--- src/rtl/mdio_pkg.sv ---
`timescale 1ns/1ps
package mdio_pkg;
  localparam int DATA_W     = 16;
  localparam int ADDR_W     = 5;
  localparam int PRE_BITS   = 32;
  localparam int FRAME_BITS = PRE_BITS + 2 + 2 + 2*ADDR_W + 2 + DATA_W;
  localparam int TA_POS     = FRAME_BITS - DATA_W - 2;
  localparam int DATA_POS   = FRAME_BITS - DATA_W;
  localparam int IDX_W      = $clog2(FRAME_BITS);
  localparam int CMD_RD_BIT = 13;
  localparam int CMD_WR_BIT = 14;
  localparam int PHY_LSB    = 8;

  typedef enum logic [1:0] {
    OP_WRITE = 2'b01,
    OP_READ  = 2'b10
  } mdio_op_e;
endpackage

--- src/rtl/mdio_clk_div.sv ---
`timescale 1ns/1ps
module mdio_clk_div #(
  parameter int CLK_DIV = 4
) (
  input  logic clk_i,
  input  logic rst_ni,
  input  logic run_i,
  output logic mdc_o,
  output logic rise_o,
  output logic fall_o
);
  localparam int CNT_W = (CLK_DIV > 1) ? $clog2(CLK_DIV) : 1;
  localparam logic [CNT_W-1:0] CNT_MAX = CNT_W'(CLK_DIV - 1);

  logic [CNT_W-1:0] cnt_q;
  logic             mdc_q;
  logic             tick;

  assign tick   = run_i && (cnt_q == CNT_MAX);
  assign rise_o = tick && !mdc_q;
  assign fall_o = tick && mdc_q;
  assign mdc_o  = mdc_q;

  always_ff @(posedge clk_i or negedge rst_ni) begin
    if (!rst_ni) begin
      cnt_q <= '0;
      mdc_q <= 1'b0;
    end else if (!run_i) begin
      cnt_q <= '0;
      mdc_q <= 1'b0;
    end else if (tick) begin
      cnt_q <= '0;
      mdc_q <= ~mdc_q;
    end else begin
      cnt_q <= cnt_q + 1'b1;
    end
  end

  // the divider holds MDC high for exactly CLK_DIV clocks
  assert_no_double_rise_R4: assert property (@(posedge clk_i) disable iff (!rst_ni)
    rise_o |=> !rise_o)
    else $error("R4 MDC rise strobe repeated");
endmodule

--- src/rtl/mdio_frame_seq.sv ---
`timescale 1ns/1ps
module mdio_frame_seq
  import mdio_pkg::*;
(
  input  logic              clk_i,
  input  logic              rst_ni,
  input  logic              start_i,
  input  logic              is_write_i,
  input  logic [ADDR_W-1:0] phy_i,
  input  logic [ADDR_W-1:0] reg_i,
  input  logic [DATA_W-1:0] wdata_i,
  input  logic              rise_i,
  input  logic              fall_i,
  input  logic              mdio_i,
  output logic              busy_o,
  output logic              done_o,
  output logic              mdio_o,
  output logic              mdio_oe_o,
  output logic [DATA_W-1:0] rshift_o
);
  logic [FRAME_BITS-1:0] tx_q;
  logic [IDX_W-1:0]      idx_q;
  logic                  busy_q;
  logic                  wr_q;
  logic [DATA_W-1:0]     rsh_q;
  logic [FRAME_BITS-1:0] frame_d;
  mdio_op_e              op;
  logic                  last_bit;

  assign op       = is_write_i ? OP_WRITE : OP_READ;
  assign frame_d  = {{PRE_BITS{1'b1}}, 2'b01, op, phy_i, reg_i,
                     (is_write_i ? 2'b10 : 2'b11), wdata_i};
  assign last_bit = (idx_q == IDX_W'(FRAME_BITS - 1));

  always_ff @(posedge clk_i or negedge rst_ni) begin
    if (!rst_ni) begin
      tx_q   <= '0;
      idx_q  <= '0;
      busy_q <= 1'b0;
      wr_q   <= 1'b0;
      rsh_q  <= '0;
    end else if (start_i && !busy_q) begin
      tx_q   <= frame_d;
      idx_q  <= '0;
      busy_q <= 1'b1;
      wr_q   <= is_write_i;
    end else if (busy_q) begin
      if (rise_i && !wr_q && idx_q >= IDX_W'(DATA_POS))
        rsh_q <= {rsh_q[DATA_W-2:0], mdio_i};
      if (fall_i) begin
        if (last_bit) begin
          busy_q <= 1'b0;
        end else begin
          idx_q <= idx_q + 1'b1;
          tx_q  <= {tx_q[FRAME_BITS-2:0], 1'b0};
        end
      end
    end
  end

  assign busy_o    = busy_q;
  assign done_o    = busy_q && fall_i && last_bit;
  assign mdio_o    = busy_q ? tx_q[FRAME_BITS-1] : 1'b1;
  assign mdio_oe_o = busy_q && (wr_q || idx_q < IDX_W'(TA_POS));
  assign rshift_o  = rsh_q;

  // bit position only advances on an MDC fall
  assert_idx_on_fall_R5: assert property (@(posedge clk_i) disable iff (!rst_ni)
    (busy_q && $past(busy_q) && idx_q != $past(idx_q)) |-> $past(fall_i))
    else $error("R5 bit index moved without MDC fall");
  // pad released for the whole read turnaround and data field
  assert_read_release_R7: assert property (@(posedge clk_i) disable iff (!rst_ni)
    (busy_q && !wr_q && idx_q >= IDX_W'(TA_POS)) |-> !mdio_oe_o)
    else $error("R7 MDIO driven during read data");
endmodule

--- src/rtl/mdio_mgmt_ctrl.sv ---
`timescale 1ns/1ps
module mdio_mgmt_ctrl
  import mdio_pkg::*;
#(
  parameter int CLK_DIV = 4
) (
  input  logic        clk_i,
  input  logic        rst_ni,
  input  logic        cmd_we_i,
  input  logic [15:0] cmd_wdata_i,
  output logic [15:0] cmd_rdata_o,
  input  logic        wdat_we_i,
  input  logic [15:0] wdat_i,
  output logic [15:0] rdat_o,
  output logic        mdc_o,
  output logic        mdio_o,
  output logic        mdio_oe_o,
  input  logic        mdio_i
);
  logic [ADDR_W-1:0] phy_q, reg_q;
  logic              op_wr_q;
  logic [DATA_W-1:0] wdat_q, rdat_q, rshift;
  logic              busy, done, rise, fall, start, req_rd, req_wr;
  logic              unused_cmd_bits;

  assign unused_cmd_bits = ^{cmd_wdata_i[15], cmd_wdata_i[7:5]};
  assign req_rd = cmd_wdata_i[CMD_RD_BIT];
  assign req_wr = cmd_wdata_i[CMD_WR_BIT];
  assign start  = cmd_we_i && !busy && (req_rd || req_wr);

  always_ff @(posedge clk_i or negedge rst_ni) begin
    if (!rst_ni) begin
      phy_q   <= '0;
      reg_q   <= '0;
      op_wr_q <= 1'b0;
      wdat_q  <= '0;
      rdat_q  <= '0;
    end else begin
      if (start) begin
        phy_q   <= cmd_wdata_i[PHY_LSB +: ADDR_W];
        reg_q   <= cmd_wdata_i[ADDR_W-1:0];
        op_wr_q <= req_wr;
      end
      if (wdat_we_i) wdat_q <= wdat_i;
      if (done && !op_wr_q) rdat_q <= rshift;
    end
  end

  mdio_clk_div #(.CLK_DIV(CLK_DIV)) u_div (
    .clk_i  (clk_i),
    .rst_ni (rst_ni),
    .run_i  (busy),
    .mdc_o  (mdc_o),
    .rise_o (rise),
    .fall_o (fall)
  );

  mdio_frame_seq u_seq (
    .clk_i      (clk_i),
    .rst_ni     (rst_ni),
    .start_i    (start),
    .is_write_i (req_wr),
    .phy_i      (cmd_wdata_i[PHY_LSB +: ADDR_W]),
    .reg_i      (cmd_wdata_i[ADDR_W-1:0]),
    .wdata_i    (wdat_q),
    .rise_i     (rise),
    .fall_i     (fall),
    .mdio_i     (mdio_i),
    .busy_o     (busy),
    .done_o     (done),
    .mdio_o     (mdio_o),
    .mdio_oe_o  (mdio_oe_o),
    .rshift_o   (rshift)
  );

  assign cmd_rdata_o = {1'b0, busy && op_wr_q, busy && !op_wr_q, phy_q, 3'b000, reg_q};
  assign rdat_o      = rdat_q;

  assert_idle_mdc_low_R4: assert property (@(posedge clk_i) disable iff (!rst_ni)
    !busy |-> !mdc_o)
    else $error("R4 MDC toggling while idle");
  assert_mdio_hold_high_R5: assert property (@(posedge clk_i) disable iff (!rst_ni)
    (mdc_o && $past(mdc_o)) |-> $stable(mdio_o))
    else $error("R5 MDIO changed while MDC high");
  assert_start_from_cmd_R9: assert property (@(posedge clk_i) disable iff (!rst_ni)
    $rose(busy) |-> $past(cmd_we_i && (cmd_wdata_i[CMD_RD_BIT] || cmd_wdata_i[CMD_WR_BIT])))
    else $error("R9 transaction began without a request");
  assert_fields_hold_R9: assert property (@(posedge clk_i) disable iff (!rst_ni)
    (busy && $past(busy)) |-> $stable(cmd_rdata_o))
    else $error("R9 command changed while busy");
  assert_rdat_hold_R7: assert property (@(posedge clk_i) disable iff (!rst_ni)
    (busy && $past(busy)) |-> $stable(rdat_o))
    else $error("R7 read data changed mid-frame");
endmodule

--- config.mk ---
export PLATFORM = sky130hd
export DESIGN_NAME = mdio_mgmt_ctrl
export DESIGN_NICKNAME = d
export VERILOG_FILES = /design/src/rtl/mdio_pkg.sv /design/src/rtl/mdio_clk_div.sv /design/src/rtl/mdio_frame_seq.sv /design/src/rtl/mdio_mgmt_ctrl.sv
export SDC_FILE = /design/constraint.sdc
export NUM_CORES = 1
export LEC_CHECK = 0
export BUFFER_PORTS_ARGS = -buffer_cell sky130_fd_sc_hd__buf_4
export CORE_MARGIN = 2
export CORE_UTILIZATION = 47
export CTS_BUF_LIST = sky130_fd_sc_hd__clkbuf_16
export DETAILED_ROUTE_END_ITERATION = 10
export GPL_ROUTABILITY_DRIVEN = 0
export GPL_TIMING_DRIVEN = 1
export PLACE_DENSITY = 0.78
export SLEW_MARGIN = 20
export SYNTH_ARGS = -nofsm -noshare
export SYNTH_HDL_FRONTEND = slang
export SYNTH_HIERARCHICAL = 1
export SYNTH_SLANG_ARGS = --single-unit
--- constraint.sdc ---
create_clock -name clk_i -period 2 [get_ports clk_i]
set_input_delay 0.3 -clock clk_i [delete_from_list [all_inputs] [get_ports clk_i]]
set_output_delay 0.3 -clock clk_i [all_outputs]
set_load 0.005 [all_outputs]
==> results.sh <==
export IMPL_cts_root_buf="sky130_fd_sc_hd__clkbuf_16"
export IMPL_criticalPathCategory="flip-flop to primary output"
export IMPL_use_met2_pct=28.25
export IMPL_depth_of_the_most_critical_reg_to_reg_path=6
export IMPL_grt_start_max_net_pins=135
export IMPL_fmax_mhz=530.7
export IMPL_die_outline_area_sq_um=14050
export IMPL_avgSynthCellArea_sq_um=11.97
export IMPL_dpl_hpwl_um=7216
export IMPL_synth_top_flop_cell="sky130_fd_sc_hd__dfrtp_1"
export IMPL_global_route_usage_met3_pct=4.392
export IMPL_grt_overflow_total=0
export IMPL_synthesis_to_finish_area_growth_pct=21.50
export IMPL_cts_clk_slew_worst_paths_ns=0.06
export IMPL_netlist_top_cells_area="sky130_fd_sc_hd__dfrtp_1, sky130_fd_sc_hd__mux2_4, sky130_fd_sc_hd__mux2i_1"
export IMPL_finish_net_count=614
export IMPL_ir_worst_vdd_mv=0.7097
export IMPL_critical_path_startpoint="u_seq/idx_q[4]$_DFFE_PN0P_"
export IMPL_slew_violations=0
export IMPL_endpoint_kind="primary output"
export IMPL_setup_repair_after_global_routing_missed_its_margin="false"
export IMPL_p_clk_share_pct=32.4
export IMPL_yosysWarnings=6
export IMPL_ant_nets=0
export IMPL_synth_enable_flop_cells=0
export IMPL_final_util_pct=58.86
export IMPL_via_per_inst=5.638
export IMPL_setup_total_negative_slack_ns=0
export IMPL_routed_via_count=4285
export IMPL_globalRouteTotalUtil_pct=17.97
export IMPL_required_time_worst_endpoint_ns=1.70
export IMPL_cell_internal_pwr_mw=6.946
export IMPL_worstReg2RegStart="u_seq/idx_q[0]$_DFFE_PN0P_"
export IMPL_netlist_top_cells_count="sky130_fd_sc_hd__dfrtp_1, sky130_fd_sc_hd__nor2_1, sky130_fd_sc_hd__mux2i_1"
export IMPL_setup_worst_path_end="mdio_oe_o"
export IMPL_min_delay_path_class="input pin to async pin"
export IMPL_insertedDiodeCount=0
export IMPL_number_of_antenna_violations_at_the_first_check_in_global_routing=0
export IMPL_yosys_cell_count_top_type="sky130_fd_sc_hd__dfrtp_1"
export IMPL_sw_frac_of_total_pct=29.46
export IMPL_post_drt_wl_per_cell_um=15.76
export IMPL_fp_dieH_um=118.5
export IMPL_power_density_nw_per_um2=1315
export IMPL_maximum_net_fanout_on_the_critical_path=25
export IMPL_drt_first_pass_iters=5
export IMPL_synth_ff_latch_count=134
export IMPL_clock_path_buffers=2
export IMPL_leakagePower_nw=3.272
export IMPL_async_reset_ff_share_pct=100.0
export IMPL_ff2ff_setup_slack_ns=0.13
export IMPL_drc_errors=0
export IMPL_final_worst_clock_skew_ns=0.005715
export IMPL_cts_buffers_inserted=17
export IMPL_maxSlewHeadroom_pct=52.26
export IMPL_floorplan_rows=41
export IMPL_netlist_area_sq_um=6163
export IMPL_total_routed_wirelength_um=11980
export IMPL_worst_hold_slack_ns=-0.04446
export IMPL_via_count_of_the_first_global_routing_pass=4161
export IMPL_yosys_area_top_type_share_pct=54.41
export IMPL_violations="hold timing"
export IMPL_ys_seq_area_share_pct=54.41
export IMPL_cts_tree="yes"
export IMPL_synth_top_area_cell="sky130_fd_sc_hd__dfrtp_1"
export IMPL_synth_lib_cells_used_distinct=45
export IMPL_p_seq_share_pct=42.5
export IMPL_finalHoldViolations=9
export IMPL_grt_first_pass_wirelength_um=20510
export IMPL_global_route_usage_met1_pct=24.32
export IMPL_floorplan_initialDensity_pct=48.45
export IMPL_cts_max_level=4
export IMPL_timing_max_cap_violations=0
export IMPL_cts_sinks=134
export IMPL_port_buffer_count=63
export IMPL_core_sq_um=12720
export IMPL_synth_cells=515
export IMPL_detail_route_iter0_violations=369
export IMPL_final_min_clock_period_ns=1.884
export IMPL_top_level_ports=72
export IMPL_critical_path_startpoint_type="flip-flop"
export IMPL_wp_data_arrival_ns=1.58
export IMPL_final_critical_path_share_of_the_clock_period_pct=94.22
export IMPL_r2r_end="rdat_o[15]$_DFFE_PN0P_"
export IMPL_busiest_layer="met2"
export IMPL_setup_viol=0
export IMPL_clock_insertion_delay_worst_skew_ns=0.41
export IMPL_drive_gt1_share_pct=32.48
export IMPL_power_share_combinational_pct=25.1
export IMPL_x_dimension_of_the_die_um=118.5
export IMPL_tightestPinTransition_ns=0.7160
export IMPL_outcome="complete, but fails checks"
export IMPL_p_switching_mw=2.901
==> power by group through the flow <==
stage	clock network, mW	registers, mW	logic [mW]
2_1_floorplan	0	4.07	1.74
3_3_place_gp	0	4.14	2.33
3_5_place_dp	0	4.20	2.45
4_1_cts	3.27	4.18	2.48
5_1_grt	3.38	4.29	2.75
6_report	3.19	4.18	2.48
==> sequential cells by signal, summed over array words and instances (netlist names), 2 cells and up <==
signal / count
rdat_o: 16
wdat_q: 16
u_div/cnt_q: 2
reg_q: 5
phy_q: 5
u_seq/tx_q: 64
u_seq/rshift_o: 16
u_seq/idx_q: 6
==> per-layer routing <==
layer	wire length [um]	share of wire, %
met4	147	1.2
met1	5475	46
met3	555	4.6
met5	0	0
met2	5797	48
==> cell usage in the layout (no fill, tap or decap), types with 2 or more instances in the layout <==
master,instances
sky130_fd_sc_hd__dfrtp_1,134
sky130_fd_sc_hd__buf_4,84
sky130_fd_sc_hd__nor2_1,61
sky130_fd_sc_hd__mux2i_1,36
sky130_fd_sc_hd__mux2_2,30
sky130_fd_sc_hd__a31oi_1,30
sky130_fd_sc_hd__nand3_1,30
sky130_fd_sc_hd__o211ai_1,30
sky130_fd_sc_hd__mux2_4,29
sky130_fd_sc_hd__a2bb2oi_1,27
sky130_fd_sc_hd__clkbuf_16,17
sky130_fd_sc_hd__nand2_1,11
sky130_fd_sc_hd__and2_1,4
sky130_fd_sc_hd__conb_1,4
sky130_fd_sc_hd__bufinv_16,4
sky130_fd_sc_hd__clkinv_1,4
sky130_fd_sc_hd__buf_12,4
sky130_fd_sc_hd__inv_1,4
sky130_fd_sc_hd__nor2b_2,3
sky130_fd_sc_hd__clkinv_4,3
sky130_fd_sc_hd__nand4_1,3
sky130_fd_sc_hd__clkinvlp_4,2
sky130_fd_sc_hd__clkinv_2,2
sky130_fd_sc_hd__ha_2,2
sky130_fd_sc_hd__a21oi_1,2
==> cells by family (layout without fill, tap and decap cells) <==
family	count (synthesis)	count (layout)	share of synthesized area, %
buffers and inverters	56	126	4.892
multiplexers	95	95	18.39
flip-flops	134	134	54.41
AND/OR/NAND/NOR	126	126	9.318
XOR/XNOR	1	1	0.1421
other	1	4	0.06084
AO/OA/AOI/OAI	100	100	12.38
adder cells (fa/ha/maj)	2	2	0.4059
==> how the worst min path moves through the flow <==
| stage | startpoint | end | slack [ns] | depth (start not counted) |
|---|---|---|---|---|
| 3_5_place_dp | u_div/cnt_q[0]$_DFF_PN0_ | u_div/cnt_q[0]$_DFF_PN0_ | 0.44 | 1 |
| 5_1_grt | rst_ni | wdat_q[10]$_DFFE_PN0P_ | 0.04 | 2 |
| 4_1_cts | rst_ni | wdat_q[10]$_DFFE_PN0P_ | 0.03 | 2 |
| 6_report | rst_ni | wdat_q[10]$_DFFE_PN0P_ | -0.04 | 2 |
| 3_3_place_gp | u_div/cnt_q[0]$_DFF_PN0_ | u_div/cnt_q[0]$_DFF_PN0_ | 0.43 | 1 |
| 2_1_floorplan | rst_ni | op_wr_q$_DFFE_PN0P_ | 0.004 | 0 |
==> area by class of cell <==
cell class,instances,area (sq um)
Tap cell,172,215.2
Inverter,5,18.77
Clock buffer,17,425.4
Clock inverter,15,186.4
Sequential cell,134,3353
Multi-Input combinational cell,328,2567
Fill cell,1015,5234
Timing Repair Buffer,89,721.9
==> what timing repair did <==
item                                   in CTS  in global routing
setup endpoints to repair                   0                 17
hold buffers                                0                  0
setup buffers                               0                  2
endpoints found under the hold margin       0                  0
resized for setup                           0                  1
==> through the flow <==
stage	total power, mW	instances	area, sq um	setup slack [ns]
6_report	9.847	760	7488	0.1155
5_1_grt	10.42	760	7488	0.03962
4_1_cts	9.924	758	7470	0.01067
3_5_place_dp	6.654	726	6858	0.03233
3_3_place_gp	6.463	726	6858	0.08696
2_1_floorplan	5.809	518	6220	0.04505
==> worst max-delay path: stages (launching register included) <==
cell,delay [ns]
sky130_fd_sc_hd__dfrtp_1,0.40
sky130_fd_sc_hd__buf_6,0.19
sky130_fd_sc_hd__a31oi_1,0.27
sky130_fd_sc_hd__o31a_1,0.19
sky130_fd_sc_hd__buf_4,0.12
Note: power is estimated with default switching activity, not from simulation.
